===== src/rtl/pcp_pkg.sv =====
package pcp_pkg;
  localparam int unsigned N_W      = 4;
  localparam int unsigned CNT2N_W  = N_W + 1;
  localparam int unsigned FIX_CNT_W = 5;
  localparam int unsigned NUM_FIX  = 2;

  typedef struct packed {
    logic t1;
    logic t8;
    logic t32;
    logic t2n;
    logic adc;
  } pcp_taps_t;
endpackage


===== src/rtl/pcp_gate.sv =====
module pcp_gate (
  input  logic main_stb_i,
  input  logic osc_stb_i,
  input  logic base_sel_i,
  input  logic wait_stop_i,
  input  logic wait_i,
  input  logic lowpwr_i,
  output logic base_go_o,
  output logic adc_go_o
);
  logic base_stb;
  logic tap_hold;

  assign base_stb  = base_sel_i ? osc_stb_i : main_stb_i;
  // whole strobes are either passed or dropped
  assign tap_hold  = lowpwr_i | (wait_i & wait_stop_i);
  assign base_go_o = base_stb & ~tap_hold;
  assign adc_go_o  = main_stb_i & ~lowpwr_i;
endmodule


===== src/rtl/pcp_fixed_taps.sv =====
module pcp_fixed_taps #(
  parameter int unsigned CNT_W   = 5,
  parameter int unsigned NUM_TAP = 2,
  parameter int unsigned TAP_LOG [NUM_TAP] = '{3, 5}
) (
  input  logic               clk_i,
  input  logic               rst_ni,
  input  logic               go_i,
  output logic [NUM_TAP-1:0] hit_o
);
  logic [CNT_W-1:0] cnt_q;

  always_ff @(posedge clk_i or negedge rst_ni) begin
    if (!rst_ni)   cnt_q <= '0;
    else if (go_i) cnt_q <= cnt_q + 1'b1;
  end

  for (genvar g = 0; g < NUM_TAP; g++) begin : g_tap
    localparam int unsigned LW = TAP_LOG[g];
    assign hit_o[g] = go_i & (&cnt_q[LW-1:0]);
  end
endmodule


===== src/rtl/pcp_prog_tap.sv =====
module pcp_prog_tap #(
  parameter int unsigned N_W = 4,
  localparam int unsigned C_W = N_W + 1
) (
  input  logic           clk_i,
  input  logic           rst_ni,
  input  logic           go_i,
  input  logic [N_W-1:0] div_n_i,
  output logic           hit_o
);
  logic [C_W-1:0] cnt_q;
  logic [C_W-1:0] reload;

  // 2n-1, or 0 for bypass
  assign reload = (div_n_i == '0) ? '0 : ({div_n_i, 1'b0} - 1'b1);
  assign hit_o  = go_i & (cnt_q == '0);

  always_ff @(posedge clk_i or negedge rst_ni) begin
    if (!rst_ni)    cnt_q <= '0;
    else if (hit_o) cnt_q <= reload;
    else if (go_i)  cnt_q <= cnt_q - 1'b1;
  end
endmodule


===== src/rtl/pcp_top.sv =====
module pcp_top
  import pcp_pkg::*;
(
  input  logic           clk_i,
  input  logic           rst_ni,
  input  logic           main_stb_i,
  input  logic           osc_stb_i,
  input  logic           base_sel_i,
  input  logic [N_W-1:0] div_n_i,
  input  logic           wait_stop_i,
  input  logic           wait_i,
  input  logic           lowpwr_i,
  output logic           tap1_o,
  output logic           tap8_o,
  output logic           tap32_o,
  output logic           tap2n_o,
  output logic           adc_o
);
  logic               base_go;
  logic               adc_go;
  logic [NUM_FIX-1:0] fix_hit;
  logic               prog_hit;
  pcp_taps_t          taps_d, taps_q;

  pcp_gate u_gate (
    .main_stb_i (main_stb_i),
    .osc_stb_i  (osc_stb_i),
    .base_sel_i (base_sel_i),
    .wait_stop_i(wait_stop_i),
    .wait_i     (wait_i),
    .lowpwr_i   (lowpwr_i),
    .base_go_o  (base_go),
    .adc_go_o   (adc_go)
  );

  pcp_fixed_taps #(
    .CNT_W  (FIX_CNT_W),
    .NUM_TAP(NUM_FIX),
    .TAP_LOG('{3, 5})
  ) u_fixed (
    .clk_i (clk_i),
    .rst_ni(rst_ni),
    .go_i  (base_go),
    .hit_o (fix_hit)
  );

  pcp_prog_tap #(.N_W(N_W)) u_prog (
    .clk_i  (clk_i),
    .rst_ni (rst_ni),
    .go_i   (base_go),
    .div_n_i(div_n_i),
    .hit_o  (prog_hit)
  );

  always_comb begin
    taps_d.t1  = base_go;
    taps_d.t8  = fix_hit[0];
    taps_d.t32 = fix_hit[1];
    taps_d.t2n = prog_hit;
    taps_d.adc = adc_go;
  end

  always_ff @(posedge clk_i or negedge rst_ni) begin
    if (!rst_ni) taps_q <= '0;
    else         taps_q <= taps_d;
  end

  assign tap1_o  = taps_q.t1;
  assign tap8_o  = taps_q.t8;
  assign tap32_o = taps_q.t32;
  assign tap2n_o = taps_q.t2n;
  assign adc_o   = taps_q.adc;
endmodule


===== config.mk =====
export PLATFORM = sky130hd
export DESIGN_NAME = pcp_top
export DESIGN_NICKNAME = d
export VERILOG_FILES = /design/src/rtl/pcp_pkg.sv /design/src/rtl/pcp_gate.sv /design/src/rtl/pcp_fixed_taps.sv /design/src/rtl/pcp_prog_tap.sv /design/src/rtl/pcp_top.sv
export SDC_FILE = /design/constraint.sdc
export NUM_CORES = 1
export LEC_CHECK = 0
export BUFFER_PORTS_ARGS = -buffer_cell sky130_fd_sc_hd__clkbuf_2
export CAP_MARGIN = 0
export CORE_MARGIN = 2
export CORE_UTILIZATION = 38
export CTS_CLUSTER_SIZE = 10
export DETAILED_ROUTE_END_ITERATION = 16
export GPL_ROUTABILITY_DRIVEN = 1
export RECOVER_POWER = 100
export SYNTH_ARGS = -nofsm -noshare
export SYNTH_HDL_FRONTEND = slang
export SYNTH_HIERARCHICAL = 1
export SYNTH_SLANG_ARGS = --single-unit
export TNS_END_PERCENT = 30

===== constraint.sdc =====
create_clock -name clk_i -period 3.4 [get_ports clk_i]
set_input_delay 0.68 -clock clk_i [delete_from_list [all_inputs] [get_ports clk_i]]
set_output_delay 0.68 -clock clk_i [all_outputs]
set_load 0.1 [all_outputs]

---- Word-level counts from Yosys, hierarchy flattened ----
Index checks and enable logic that the tools add are counted.
word-level totals
  register bits ........................... 15
  input port bits ......................... 12
  output and inout bits ................... 5
  word-level logic and storage cells ...... 28
operators by class
  $add $sub $neg .......................... 3
  muxes and demuxes ....................... 4
  bitwise gates (word level) .............. 9
  reduce and logical (&&, ||, !) cells .... 5
operators by type and width
  cell                                                                count
  5-bit two-way mux                                                   3
  5-bit by 1-bit subtractor with 5-bit output, second input constant  2
  1-bit AND                                                           6
  5-bit by 1-bit adder with 5-bit output, second input constant       1
  5-bit zero test                                                     1
  5-bit AND reduction                                                 1
  4-bit zero test                                                     1
  3-bit AND reduction                                                 1
  1-bit NOT                                                           2
  2-bit nonzero test                                                  1
  1-bit two-way mux                                                   1
  1-bit bitwise OR                                                    1

---- Depth between registers and ports, before layout ----
  depth in word-level cells ............... 6
  gate-level depth with buffers ........... 5
  mapped depth without buffers ............ 5

---- By module ----
The synthesis kept the hierarchy.
by module, submodules not included
  module          times used  cells each  area an instance (um^2)  sequential area each (um^2)
  pcp_prog_tap    1           36          361.6                    125.1
  pcp_fixed_taps  1           18          275.3                    125.1
  pcp_top         1           5           125.1                    125.1
  pcp_gate        1           3           28.8                     0.0

---- Worst setup path after synthesis ----
OpenSTA, ideal clock, no wires.
  kind .................................... input -> register
  start ................................... in base_sel_i
  end ..................................... reg u_prog.cnt_q[3]
  library setup time ...................... 126 ps
  data arrival time ....................... 1,928 ps
  data required time ...................... 3,274 ps
  path slack .............................. 1,346 ps
  stages .................................. 5
  buffers on the path ..................... 0
  cell sequence ........................... mux2i_1 > a211oi_2 > nor4b_2 > nor2b_1 > a221o_1
between the ends
  longest elaborated chain between the ends .. 4
  elaborated cells on any way between the ends .. 5
  those cells by class .................... mux: 2; bitwise: 2; reduce/logical: 1
ends and longest elaborated chain
  item                                                     line                RTL
  from (decl)                                              pcp_top.sv:8        input logic base_sel_i,
  1-bit two-way mux *                                      pcp_gate.sv:14      assign base_stb = base_sel_i ? osc_stb_i : main_stb_i;
  1-bit AND *                                              pcp_gate.sv:17      assign base_go_o = base_stb & ~tap_hold;
  via base_go                                              pcp_top.sv:19       logic base_go;
  1-bit AND                                                pcp_prog_tap.sv:16  assign hit_o = go_i & (cnt_q == '0);
  5-bit two-way mux or 2-bit nonzero test (tied branches)  --
  to (signal assigned)                                     pcp_prog_tap.sv:20  else if (hit_o) cnt_q <= reload;
  to (signal assigned)                                     pcp_prog_tap.sv:21  else if (go_i) cnt_q <= cnt_q - 1'b1;
  to (decl)                                                pcp_prog_tap.sv:11  logic [C_W-1:0] cnt_q;
The timed path passes the listed nets; every way through them passes the cells marked *.
A chain may end at the register's enable or synchronous reset.

---- Worst setup path in the final report ----
Ends and elaborated chain as after synthesis.

==> impl_results.md <==
- Netlist cell types: 29
- Max-slew violation count: 0
- CTS max path bufs: 2
- Status: finished, final reports clean
- Final hold violations: 0
- Placer Congestion: 0.699
- Initial Util: 0.403
- Crit. End Element: register
- Worst EP arrival: 2.34 ns
- Worst IR Drop VDD: 0.000215 V
- Reg clk slew, reported paths: 0.08 ns
- Drt initial violations: 6
- Rows: 16
- Setup bufs post-CTS: 0
- Fin nets: 99
- Final setup fails: 0
- Fill cells: 217
- Reg2reg path depth: 5
- Top-level I/O count: 17
- Antenna Diode Count: 0
- Worst slew margin: 0.227
- Pwr/cell area: 629 mW/mm^2
- Fmax: 0.459 GHz
- Synthesized net count: 78
- DP HPWL: 902 um
- Maxcap violations: 0
- Die H: 49.6 um
- Total Routing Usage GR: 0.106
- Clock sink count: 15
- CTS tree: built
- Final WL: 1.21 mm
- Die ar.: 0.00246 mm^2
- Die Width: 49.6 um
- DR WL/cell: 11.1 um
- Post-CTS Hold Fix Bufs: 0
- Core Footprint: 0.00196 mm^2
- CP max FO: 15
- DP Area: 901 um^2
- Post-synthesis area per instance: 12.8 um^2
- Htree depth: 1
- Largest net degree at the start of global routing: 16
- Worst Skew: 0.00186 ns
- Final instance area: 878 um^2
- Cell area after synthesis: 791 um^2
- RSZ-0062 raised after global routing: no
- Layout cells sized above 1: 0.207
- DR DRC count: 0
- Initial antenna violation count: 0
- Crit path required time: 3.56 ns
- Seq/Total Area, Yosys: 0.475
- Hold crit path type: input pin to asynchronous set/reset pin
- Total CTS buffers: 3
- Leak pwr: 0.000419 uW
- DRT Pass-1 Iters: 4
- Synth warnings: 6
- Root buffer selected by CTS: clkbuf_4
- Worst Setup Start Kind: input pin
- Sequential Area: 375 um^2
- P&R area growth vs syn: 11.1%
- Vias in the first global route: 471
- Detail Route Antenna Nets: 0
- Yosys reg bits: 15
- Crit path kind: input pin to register
- Global-route wire length before repair: 2.01 mm
- Clock insertion delay at the later pin of the skew report: 0.27 ns
- Worst Max-Slew Pin Slew: 1.17 ns
- Mapped Cells: 62
- Via count: 517
- Post-Route Setup TNS: 0 ns
- # port buffers: 16
- Final min period: 2.18 ns
- Area occupied by multi-input gates: 353 um^2
- Fin crit share: 0.641
- Resize count post-CTS: 0
- Vias per cell: 4.74
- GRT Residual Overflow: 0
-- worst paths after layout --
kind                                    endpoint        startpoint  slack, ns
worst max-delay path             u_prog/cnt_q[3]        base_sel_i       1.22
max in group asynchronous        u_prog/cnt_q[4]            rst_ni       2.47
worst min-delay path             u_prog/cnt_q[1]            rst_ni       0.45
worst max register to register   u_prog/cnt_q[0]   u_prog/cnt_q[0]       1.90
worst min register to register  u_fixed/cnt_q[3]  u_fixed/cnt_q[3]       0.50
min in group clk_i              u_fixed/cnt_q[3]  u_fixed/cnt_q[3]       0.50
-- placed cells by master, fill, tap and decap left out, drive strengths merged --
| cell | synthesis | final |
|---|---|---|
| a211oi | 1 | 1 |
| a21oi | 2 | 2 |
| a221o | 1 | 1 |
| a221oi | 1 | 1 |
| a31oi | 2 | 2 |
| and2 | 2 | 2 |
| and3 | 1 | 1 |
| and4bb | 1 | 1 |
| clkbuf | 0 | 21 |
| dfrtp | 15 | 15 |
| ha | 4 | 4 |
| inv | 4 | 4 |
| mux2 | 4 | 4 |
| mux2i | 1 | 1 |
| nand2 | 4 | 4 |
| nand2b | 1 | 1 |
| nand4 | 1 | 1 |
| nand4bb | 1 | 1 |
| nor2 | 2 | 2 |
| nor2b | 3 | 3 |
| nor4b | 1 | 1 |
| o21ai | 3 | 3 |
| o311ai | 2 | 2 |
| or4 | 1 | 1 |
| xnor2 | 1 | 1 |
| xor2 | 2 | 2 |
-- sequential cells by signal, summed over array words and instances, names as in the netlist --
name and cells:
u_fixed/cnt_q 5, u_prog/cnt_q 5, tap1_o 1, tap2n_o 1
adc_o 1, tap32_o 1, tap8_o 1
-- stage by stage --
step / worst slack (ns) / hold slack [ns] / std cells / power [uW] / utilization
2_1_floorplan: 1.35 / 0.384 / 62 / 448 / -
3_3_place_gp: 1.37 / 0.487 / 105 / 491 / 0.459
3_5_place_dp: 1.33 / 0.490 / 105 / 494 / 0.459
4_1_cts: 1.62 / 0.314 / 109 / 593 / 0.473
5_1_grt: 0.995 / 0.518 / 109 / 606 / 0.448
6_report: 1.22 / 0.452 / 109 / 553 / 0.448
-- report_power, final --
group | total (uW) | internal [uW] | switching, uW
Sequential | 283 | 235 | 48.2
Combinational | 172 | 81.2 | 90.5
Clock | 98.4 | 45.4 | 53.0
Total | 553 | 361 | 192
-- synthesized netlist by cell type, drive strengths merged --
library cell  number  area [um^2]
a211oi             1         12.5
a21oi              2         10.0
a221o              1         10.0
a221oi             1         8.76
a31oi              2         12.5
and2               2         12.5
and3               1         6.26
and4bb             1         12.5
buf                1         11.3
dfrtp             15          375
ha                 4         50.1
inv                4         15.0
mux2               4         56.3
mux2i              1         10.0
nand2              4         15.0
nand2b             1         6.26
nand4              1         12.5
nand4bb            1         27.5
nor2               2         7.51
nor2b              3         18.8
nor4b              1         15.0
o21ai              3         15.0
o311ai             2         25.0
or4                1         11.3
xnor2              1         16.3
xor2               2         17.5
-- kinds of logic (layout without fill, tap and decap cells) --
logic type,count (synthesis),after routing,share of synthesized area
buf+inv,5,25,0.0332
simple gates,18,18,0.184
compound gates,12,12,0.119
flops,15,15,0.475
mux,5,5,0.0839
fa+ha+maj,4,4,0.0633
xor+xnor,3,3,0.0427
-- critical path, stage by stage --
cell and delay (ns):
clkbuf_2 0.09, mux2i_1 0.12, a211oi_2 0.18, clkbuf_1 0.53, nor4b_1 0.39, nor2b_1 0.09
a221o_1 0.26
-- metal layers --
| metal | vias to the layer above | share of wire | track usage |
|---|---|---|---|
| met1 | 234 | 0.51 | 0.155 |
| li1 | 263 | - | - |
| met5 | - | 0 | 0 |
| met4 | 0 | 0.016 | 0.0694 |
| met2 | 18 | 0.41 | 0.144 |
| met3 | 2 | 0.071 | 0.0152 |
-- final cells by class --
class,instances,area share
Inverter,4,0.0171
Multi-Input combinational cell,42,0.402
Tap cell,27,0.0385
Clock buffer,4,0.0299
Timing Repair Buffer,17,0.0855
Sequential cell,15,0.427
No activity file was read; power rests on OpenSTA's default activity.
